File: src/rtl/mwin_pkg.sv
package mwin_pkg;

   localparam int unsigned WIN_AW_DEF  = 6;
   localparam int unsigned PAGE_W_DEF  = 8;
   localparam int unsigned DATA_W_DEF  = 8;
   localparam int unsigned SYNC_DEF    = 2;

   typedef enum logic {
      TGT_SLICE = 1'b0,
      TGT_PAGE  = 1'b1
   } tgt_e;

endpackage

File: src/rtl/mwin_strobe_sync.sv
module mwin_strobe_sync #(
   parameter int unsigned AW         = 6,
   parameter int unsigned DW         = 8,
   parameter int unsigned SYNC_DEPTH = 2
) (
   input  logic          clk,
   input  logic          rst_n,
   input  logic          wr_act_i,
   input  logic [AW-1:0] addr_i,
   input  logic [DW-1:0] data_i,
   input  logic          ok_i,
   output logic          commit_o,
   output logic [AW-1:0] addr_o,
   output logic [DW-1:0] data_o
);

   localparam int unsigned STAGES = SYNC_DEPTH + 1;
   localparam int unsigned LAST   = STAGES - 1;

   generate
      if (SYNC_DEPTH < 1) begin : g_bad_depth
         $error("mwin_strobe_sync: SYNC_DEPTH must be at least 1");
      end
   endgenerate

   logic [STAGES-1:0]         act_q;
   logic [STAGES-1:0][AW-1:0] addr_q;
   logic [STAGES-1:0][DW-1:0] data_q;

   always_ff @(posedge clk or negedge rst_n) begin
      if (!rst_n) begin
         act_q  <= '0;
         addr_q <= '0;
         data_q <= '0;
      end else begin
         act_q[0]  <= wr_act_i;
         addr_q[0] <= addr_i;
         data_q[0] <= data_i;
         for (int s = 1; s < STAGES; s++) begin
            act_q[s]  <= act_q[s-1];
            addr_q[s] <= addr_q[s-1];
            data_q[s] <= data_q[s-1];
         end
      end
   end

   // rising edge of the sampled strobe: older stage active, newer stage idle
   assign commit_o = act_q[LAST] & ~act_q[LAST-1] & ok_i;
   assign addr_o   = addr_q[LAST];
   assign data_o   = data_q[LAST];

endmodule

File: src/rtl/mwin_page_reg.sv
module mwin_page_reg #(
   parameter int unsigned PW = 8,
   parameter int unsigned DW = 8
) (
   input  logic          clk,
   input  logic          rst_n,
   input  logic          load_i,
   input  logic [DW-1:0] data_i,
   input  logic          ok_i,
   output logic [PW-1:0] page_o
);

   generate
      if (PW > DW) begin : g_bad_width
         $error("mwin_page_reg: page wider than the data bus");
      end
   endgenerate

   logic [PW-1:0] page_q;

   always_ff @(posedge clk or negedge rst_n) begin
      if (!rst_n) page_q <= '0;
      else if (load_i) page_q <= data_i[PW-1:0];
   end

   assign page_o = page_q;

   // no page change in the cycle after access was blocked
   a_r7_page_hold_blocked: assert property (@(posedge clk) disable iff (!rst_n)
      !ok_i |=> $stable(page_q));

endmodule

File: src/rtl/mwin_decode.sv
module mwin_decode
   import mwin_pkg::*;
#(
   parameter int unsigned AW = 6,
   parameter int unsigned PW = 8,
   parameter int unsigned DW = 8
) (
   input  logic             clk,
   input  logic             rst_n,
   input  logic [AW-1:0]    addr_i,
   input  logic             mem_sel_n_i,
   input  logic             clk_sel_n_i,
   input  logic             rd_n_i,
   input  logic             ok_i,
   input  logic [PW-1:0]    page_i,
   input  logic [DW-1:0]    mem_rdata_i,
   input  logic             commit_i,
   input  logic [AW-1:0]    cap_addr_i,
   input  logic [DW-1:0]    cap_data_i,
   output logic             page_load_o,
   output logic [PW+AW-2:0] mem_addr_o,
   output logic             mem_we_o,
   output logic [DW-1:0]    mem_wdata_o,
   output logic [DW-1:0]    rdata_o,
   output logic             rdata_oe_o,
   output logic             clk_route_o
);

   localparam int unsigned SW = AW - 1;

   tgt_e live_tgt, cap_tgt;
   logic [SW-1:0] slice_idx;

   assign live_tgt = addr_i[AW-1]     ? TGT_PAGE : TGT_SLICE;
   assign cap_tgt  = cap_addr_i[AW-1] ? TGT_PAGE : TGT_SLICE;

   assign page_load_o = commit_i && (cap_tgt == TGT_PAGE);
   assign mem_we_o    = commit_i && (cap_tgt == TGT_SLICE);
   assign mem_wdata_o = cap_data_i;

   assign slice_idx  = commit_i ? cap_addr_i[SW-1:0] : addr_i[SW-1:0];
   assign mem_addr_o = {page_i, slice_idx};

   logic [DW-1:0] page_ext;
   always_comb begin
      page_ext = '0;
      page_ext[PW-1:0] = page_i;
   end

   assign rdata_oe_o  = ~mem_sel_n_i & ~rd_n_i & ok_i;
   assign rdata_o     = !rdata_oe_o ? '0 :
                        (live_tgt == TGT_PAGE) ? page_ext : mem_rdata_i;
   // memory select takes priority over the clock-port select
   assign clk_route_o = ~clk_sel_n_i & mem_sel_n_i & ok_i;

   // clock-port route never coexists with an active memory select
   a_r8_mem_over_clk: assert property (@(posedge clk) disable iff (!rst_n)
      !mem_sel_n_i |-> !clk_route_o);

endmodule

File: src/rtl/mwin_paged_port.sv
module mwin_paged_port
   import mwin_pkg::*;
#(
   parameter int unsigned WIN_AW     = WIN_AW_DEF,
   parameter int unsigned PAGE_W     = PAGE_W_DEF,
   parameter int unsigned DATA_W     = DATA_W_DEF,
   parameter int unsigned SYNC_DEPTH = SYNC_DEF,
   localparam int unsigned MEM_AW    = PAGE_W + WIN_AW - 1
) (
   input  logic              clk,
   input  logic              rst_n,
   input  logic              mem_sel_n,
   input  logic              clk_sel_n,
   input  logic [WIN_AW-1:0] addr,
   input  logic              rd_n,
   input  logic              wr_n,
   input  logic [DATA_W-1:0] wdata,
   input  logic              stby_n,
   input  logic              pwr_fail,
   input  logic [DATA_W-1:0] mem_rdata,
   output logic [DATA_W-1:0] rdata,
   output logic              rdata_oe,
   output logic              clk_route,
   output logic [MEM_AW-1:0] mem_addr,
   output logic [DATA_W-1:0] mem_wdata,
   output logic              mem_we
);

   generate
      if (WIN_AW < 2) begin : g_bad_win
         $error("mwin_paged_port: window needs at least two address bits");
      end
      if (PAGE_W > DATA_W) begin : g_bad_page
         $error("mwin_paged_port: page register cannot exceed data width");
      end
   endgenerate

   logic              ok_live;
   logic              wr_act;
   logic              commit;
   logic              page_load;
   logic [WIN_AW-1:0] cap_addr;
   logic [DATA_W-1:0] cap_data;
   logic [PAGE_W-1:0] page;

   assign ok_live = stby_n & ~pwr_fail;
   assign wr_act  = ~wr_n & ~mem_sel_n & ok_live;

   mwin_strobe_sync #(
      .AW(WIN_AW), .DW(DATA_W), .SYNC_DEPTH(SYNC_DEPTH)
   ) u_sync (
      .clk(clk), .rst_n(rst_n),
      .wr_act_i(wr_act), .addr_i(addr), .data_i(wdata), .ok_i(ok_live),
      .commit_o(commit), .addr_o(cap_addr), .data_o(cap_data)
   );

   mwin_page_reg #(
      .PW(PAGE_W), .DW(DATA_W)
   ) u_page (
      .clk(clk), .rst_n(rst_n),
      .load_i(page_load), .data_i(cap_data), .ok_i(ok_live),
      .page_o(page)
   );

   mwin_decode #(
      .AW(WIN_AW), .PW(PAGE_W), .DW(DATA_W)
   ) u_dec (
      .clk(clk), .rst_n(rst_n),
      .addr_i(addr), .mem_sel_n_i(mem_sel_n), .clk_sel_n_i(clk_sel_n),
      .rd_n_i(rd_n), .ok_i(ok_live), .page_i(page), .mem_rdata_i(mem_rdata),
      .commit_i(commit), .cap_addr_i(cap_addr), .cap_data_i(cap_data),
      .page_load_o(page_load), .mem_addr_o(mem_addr), .mem_we_o(mem_we),
      .mem_wdata_o(mem_wdata), .rdata_o(rdata), .rdata_oe_o(rdata_oe),
      .clk_route_o(clk_route)
   );

   // each strobe rise yields a single one-cycle write pulse
   a_r5_single_we: assert property (@(posedge clk) disable iff (!rst_n)
      mem_we |=> !mem_we);

   // read drive only during an enabled read
   a_r6_oe_gated: assert property (@(posedge clk) disable iff (!rst_n)
      rdata_oe |-> (stby_n && !pwr_fail && !rd_n && !mem_sel_n));

   // a memory write never coincides with a page update
   a_r9_we_excl_page: assert property (@(posedge clk) disable iff (!rst_n)
      mem_we |-> !page_load);

   // reset leaves the bus undriven until a read strobe arrives
   a_r1_oe_idle: assert property (@(posedge clk) disable iff (!rst_n)
      rd_n |-> !rdata_oe);

endmodule

File: config.mk
export PLATFORM = sky130hd
export DESIGN_NAME = mwin_paged_port
export DESIGN_NICKNAME = d
export VERILOG_FILES = /design/src/rtl/mwin_pkg.sv /design/src/rtl/mwin_strobe_sync.sv /design/src/rtl/mwin_page_reg.sv /design/src/rtl/mwin_decode.sv /design/src/rtl/mwin_paged_port.sv
export SDC_FILE = /design/constraint.sdc
export NUM_CORES = 1
export LEC_CHECK = 0
export ABC_AREA = 1
export BUFFER_PORTS_ARGS = -buffer_cell sky130_fd_sc_hd__buf_2
export CAP_MARGIN = 10
export CORE_MARGIN = 1
export CORE_UTILIZATION = 40
export CTS_BUF_LIST = sky130_fd_sc_hd__clkbuf_2
export DETAILED_ROUTE_END_ITERATION = 8
export HOLD_SLACK_MARGIN = 0.05
export PLACE_DENSITY = 0.66
export REMOVE_ABC_BUFFERS = 1
export SLEW_MARGIN = 15
export SYNTH_ARGS = -nofsm -noshare
export SYNTH_HDL_FRONTEND = slang
export SYNTH_SLANG_ARGS = --single-unit
File: constraint.sdc
create_clock -name clk -period 1.1 [get_ports clk]
set_input_delay 0.11 -clock clk [delete_from_list [all_inputs] [get_ports clk]]
set_output_delay 0.11 -clock clk [all_outputs]
set_load 0.1 [all_outputs]
==> metrics.md <==
| Metric | Value |
|---|---|
| Multi-input logic area | `approximately 420 sq um` |
| Tmin final | `~1600 ps` |
| RePlAce Congestion | `0.716` |
| EDFF count, synth | `0` |
| Slowest Stage Delay on Critical Path | `440 ps` |
| Top-area cell type share of the netlist area | `0.758` |
| Total congestion overflow | `0` |
| Largest net degree at the start of global routing | `43` |
| Peak supply drop | `1.23 mV` |
| RSZ-0062 raised after global routing | `true` |
| Root Buffer | `clkbuf_2` |
| Syn Std Cell Area | `between 0.0015 and 0.002 sq mm` |
| Number of nets still failing antenna checks after routing | `0` |
| FMAX | `a little over 0.6 GHz` |
| Rel. slew slack | `0.782` |
| Cell count after synthesis | `about 150` |
| Final Worst Setup Slack | `-536 ps` |
| Pleak | `1.45 nW` |
| CP Data Arrival Time | `between 1500 and 2000 ps` |
| Pins over their slew limit | `0` |
| DR vias/cell | `roughly 4.4` |
| Seq. cell area | `0.00133 sq mm` |
| MaxCap Viol Count | `0` |
| Commonest cells in the netlist | `dfrtp_1, nand2_1, nand3_1` |
| Layout area overhead | `75.5%` |
| Layout cells sized above 1 | `0.484` |
| Die extent in y | `slightly below 70 um` |
| Worst path most repeated cell | `nand2_2` |
| DRT iter0 DRCs | `43` |
| Row count | `23` |
| Critical path data required time | `990 ps` |
| WS Path Type | `reg2out` |
| TritonCTS buffer count | `5` |
| Final Hold Vio Count | `0` |
| Filler Cell Count | `257` |
| CTS tree | `done` |
| I/O Pins | `a little over 60` |
| DRT Wirelength | `between 3000 and 4000 um` |
| Outcome | `complete, but fails checks` |
| Syn Area/Cell | `~12 sq um` |
| CP Launch Type | `flip-flop` |
| Gr usage total | `0.174` |
| Failing checks | `negative setup slack` |
| Initial Utilization | `0.428` |
| Crit-path cells | `inv_1 -> nand2_2 -> nor2_4 -> buf_6 -> nand2_1 -> nand2_2 -> buf_12` |
| Synth Flop Type | `dfrtp_1` |
| Crit end category | `primary output` |
| # clock sinks | `between 50 and 60` |
| Vias in the first global route | `roughly 1,300` |
| Synth area leader | `dfrtp_1` |
| Drt drc | `0` |
| Port bufs | `61` |
| Type of the tightest min-delay check | `in2async` |
| Ant diodes | `0` |
| Final Non-Filler Cells | `about 290` |
| Yosys cell types | `14` |
| Slowest-stage cell, CP | `dfrtp_1` |
| CP delay by family, top | `flip-flops` |
| FF+latch count, synth | `between 50 and 60` |
| Synth async-reset ratio | `1.00` |
| Slew @ Worst Pin | `326 ps` |
| H-Tree Depth | `2` |
| Synth top area cells | `dfrtp_1, nand2_1, buf_4` |
| Utilization after layout | `0.752` |
| Synthesis warning total | `0` |
| Worst-path clk slew | `260 ps` |
| Layout Skew | `around 14 ps` |
| Worst Path Buf+Inv | `3` |
| Clock Latency Late Sink | `about 420 ps` |
| First-pass GRT wire length | `5600 um` |
| Detail Placement HPWL | `between 2000 and 2500 um` |
| Inst Count DP | `262` |
| Tcrit/Tclk final | `1.49` |
| PD cells | `between 1000 and 1500 mW/mm^2` |
| Routed WL per cell | `~13 um` |
| Layout net count | `~270` |
| Router iterations before antenna repair | `4` |
| Max Buffers Root-to-Sink | `2` |
| # setup viols final | `30` |
| Die Area | `approximately 0.0046 sq mm` |
| Sequential fraction of the synthesis area | `0.758` |
| Initial antenna violation count | `0` |
| Max FO, Critical Path | `5` |
| Die Wd | `about 68 um` |
| Top-count cell post-synth | `dfrtp_1` |
| Routed vias | `roughly 1,300` |
| Core area | `between 0.004 and 0.005 sq mm` |
==> layout by cell type, fill, tap and decap left out <==
master,synthesis,final
nand3_1,9,8
nor3_1,1,1
nand2_1,50,38
clkbuf_2,0,5
a21oi_4,0,3
nor2_4,1,2
buf_4,8,10
dlygate4sd3_1,0,20
nor2_1,4,1
buf_6,1,9
nor2_2,1,3
nand2_2,1,13
inv_6,0,2
inv_2,1,2
clkinvlp_4,0,1
a21oi_2,0,5
dfrtp_1,53,53
inv_1,6,5
nand3_4,0,1
buf_2,2,29
buf_12,0,33
==> worst register-to-register path: cells and delay by family (launching register included) <==
family / cells / cell delay [ps]
buffers and inverters: 1 / 140
AND/OR/NAND/NOR: 4 / 370
flip-flops: 1 / 440
==> logic make-up after synthesis <==
group           share of synthesized area
compound gates                     0.0229
simple gates                        0.158
buf+inv                            0.0615
flops                               0.758
==> power breakdown <==
part           switching (W)  internal, W  total [W]
sequential         0.0000642      0.00207    0.00213
combinational       0.000739     0.000480    0.00122
clock               0.000601     0.000174   0.000776
==> sequential cells by signal (all words and copies together) (netlist names) <==
name,cells
u_sync.data_o,8
u_sync.act_q,3
u_sync.data_q,16
u_sync.addr_q,12
u_page.page_o,8
u_sync.addr_o,6
==> area by class of cell <==
type | instances | share of cell area
Clock inverter | 3 | 0.00815
Clock buffer | 5 | 0.00815
Timing Repair Buffer | 101 | 0.385
Sequential cell | 53 | 0.432
Inverter | 7 | 0.00855
Multi-Input combinational cell | 75 | 0.138
Tap cell | 50 | 0.0204
==> worst paths after layout <==
path / end / startpoint / slack [ps] / depth (start not counted)
worst max register to register: u_page.page_o[2]$_DFFE_PN0P_ / u_sync.act_q[1]$_DFF_PN0_ / 80 / 5
worst min register to register: u_sync.data_o[6]$_DFF_PN0_ / u_sync.data_q[14]$_DFF_PN0_ / 360 / 0
max in group asynchronous: u_page.page_o[4]$_DFFE_PN0P_ / rst_n / 210 / 3
min in group clk: u_page.page_o[5]$_DFFE_PN0P_ / stby_n / 210 / 6
worst min-delay path: u_sync.act_q[2]$_DFF_PN0_ / rst_n / 180 / 3
worst max-delay path: mem_addr[1] / u_sync.act_q[1]$_DFF_PN0_ / -540 / 7
==> timing repair <==
action,in CTS,in global routing
setup endpoints to repair,38,49
hold endpoints to repair,68,5
resized for setup,27,15
hold buffers,19,2
pin swaps,21,9
buffers inserted,4,4
==> per-layer routing <==
layer,share of wire,GRT usage,vias up
li1,-,-,635
met1,0.41,0.189,612
met2,0.51,0.290,53
met3,0.068,0.0667,4
met4,0.012,0.0938,0
met5,0,0,-
==> through the flow <==
step,worst slack [ps],setup TNS (ps),instance area (sq um),total power (W),hold WS [ps]
finish,-536,-7700,3070,0.00413,179
global route,-656,-10360,3070,0.00431,144
global placement,-60.2,-424,2650,0.00323,8.27
CTS,-580,-8570,3000,0.00413,149
floorplan,-1560,-17020,1670,0.00272,-186
detailed placement,-87.5,-767,2650,0.00324,9.40
No activity file was read; power rests on OpenSTA's default activity.
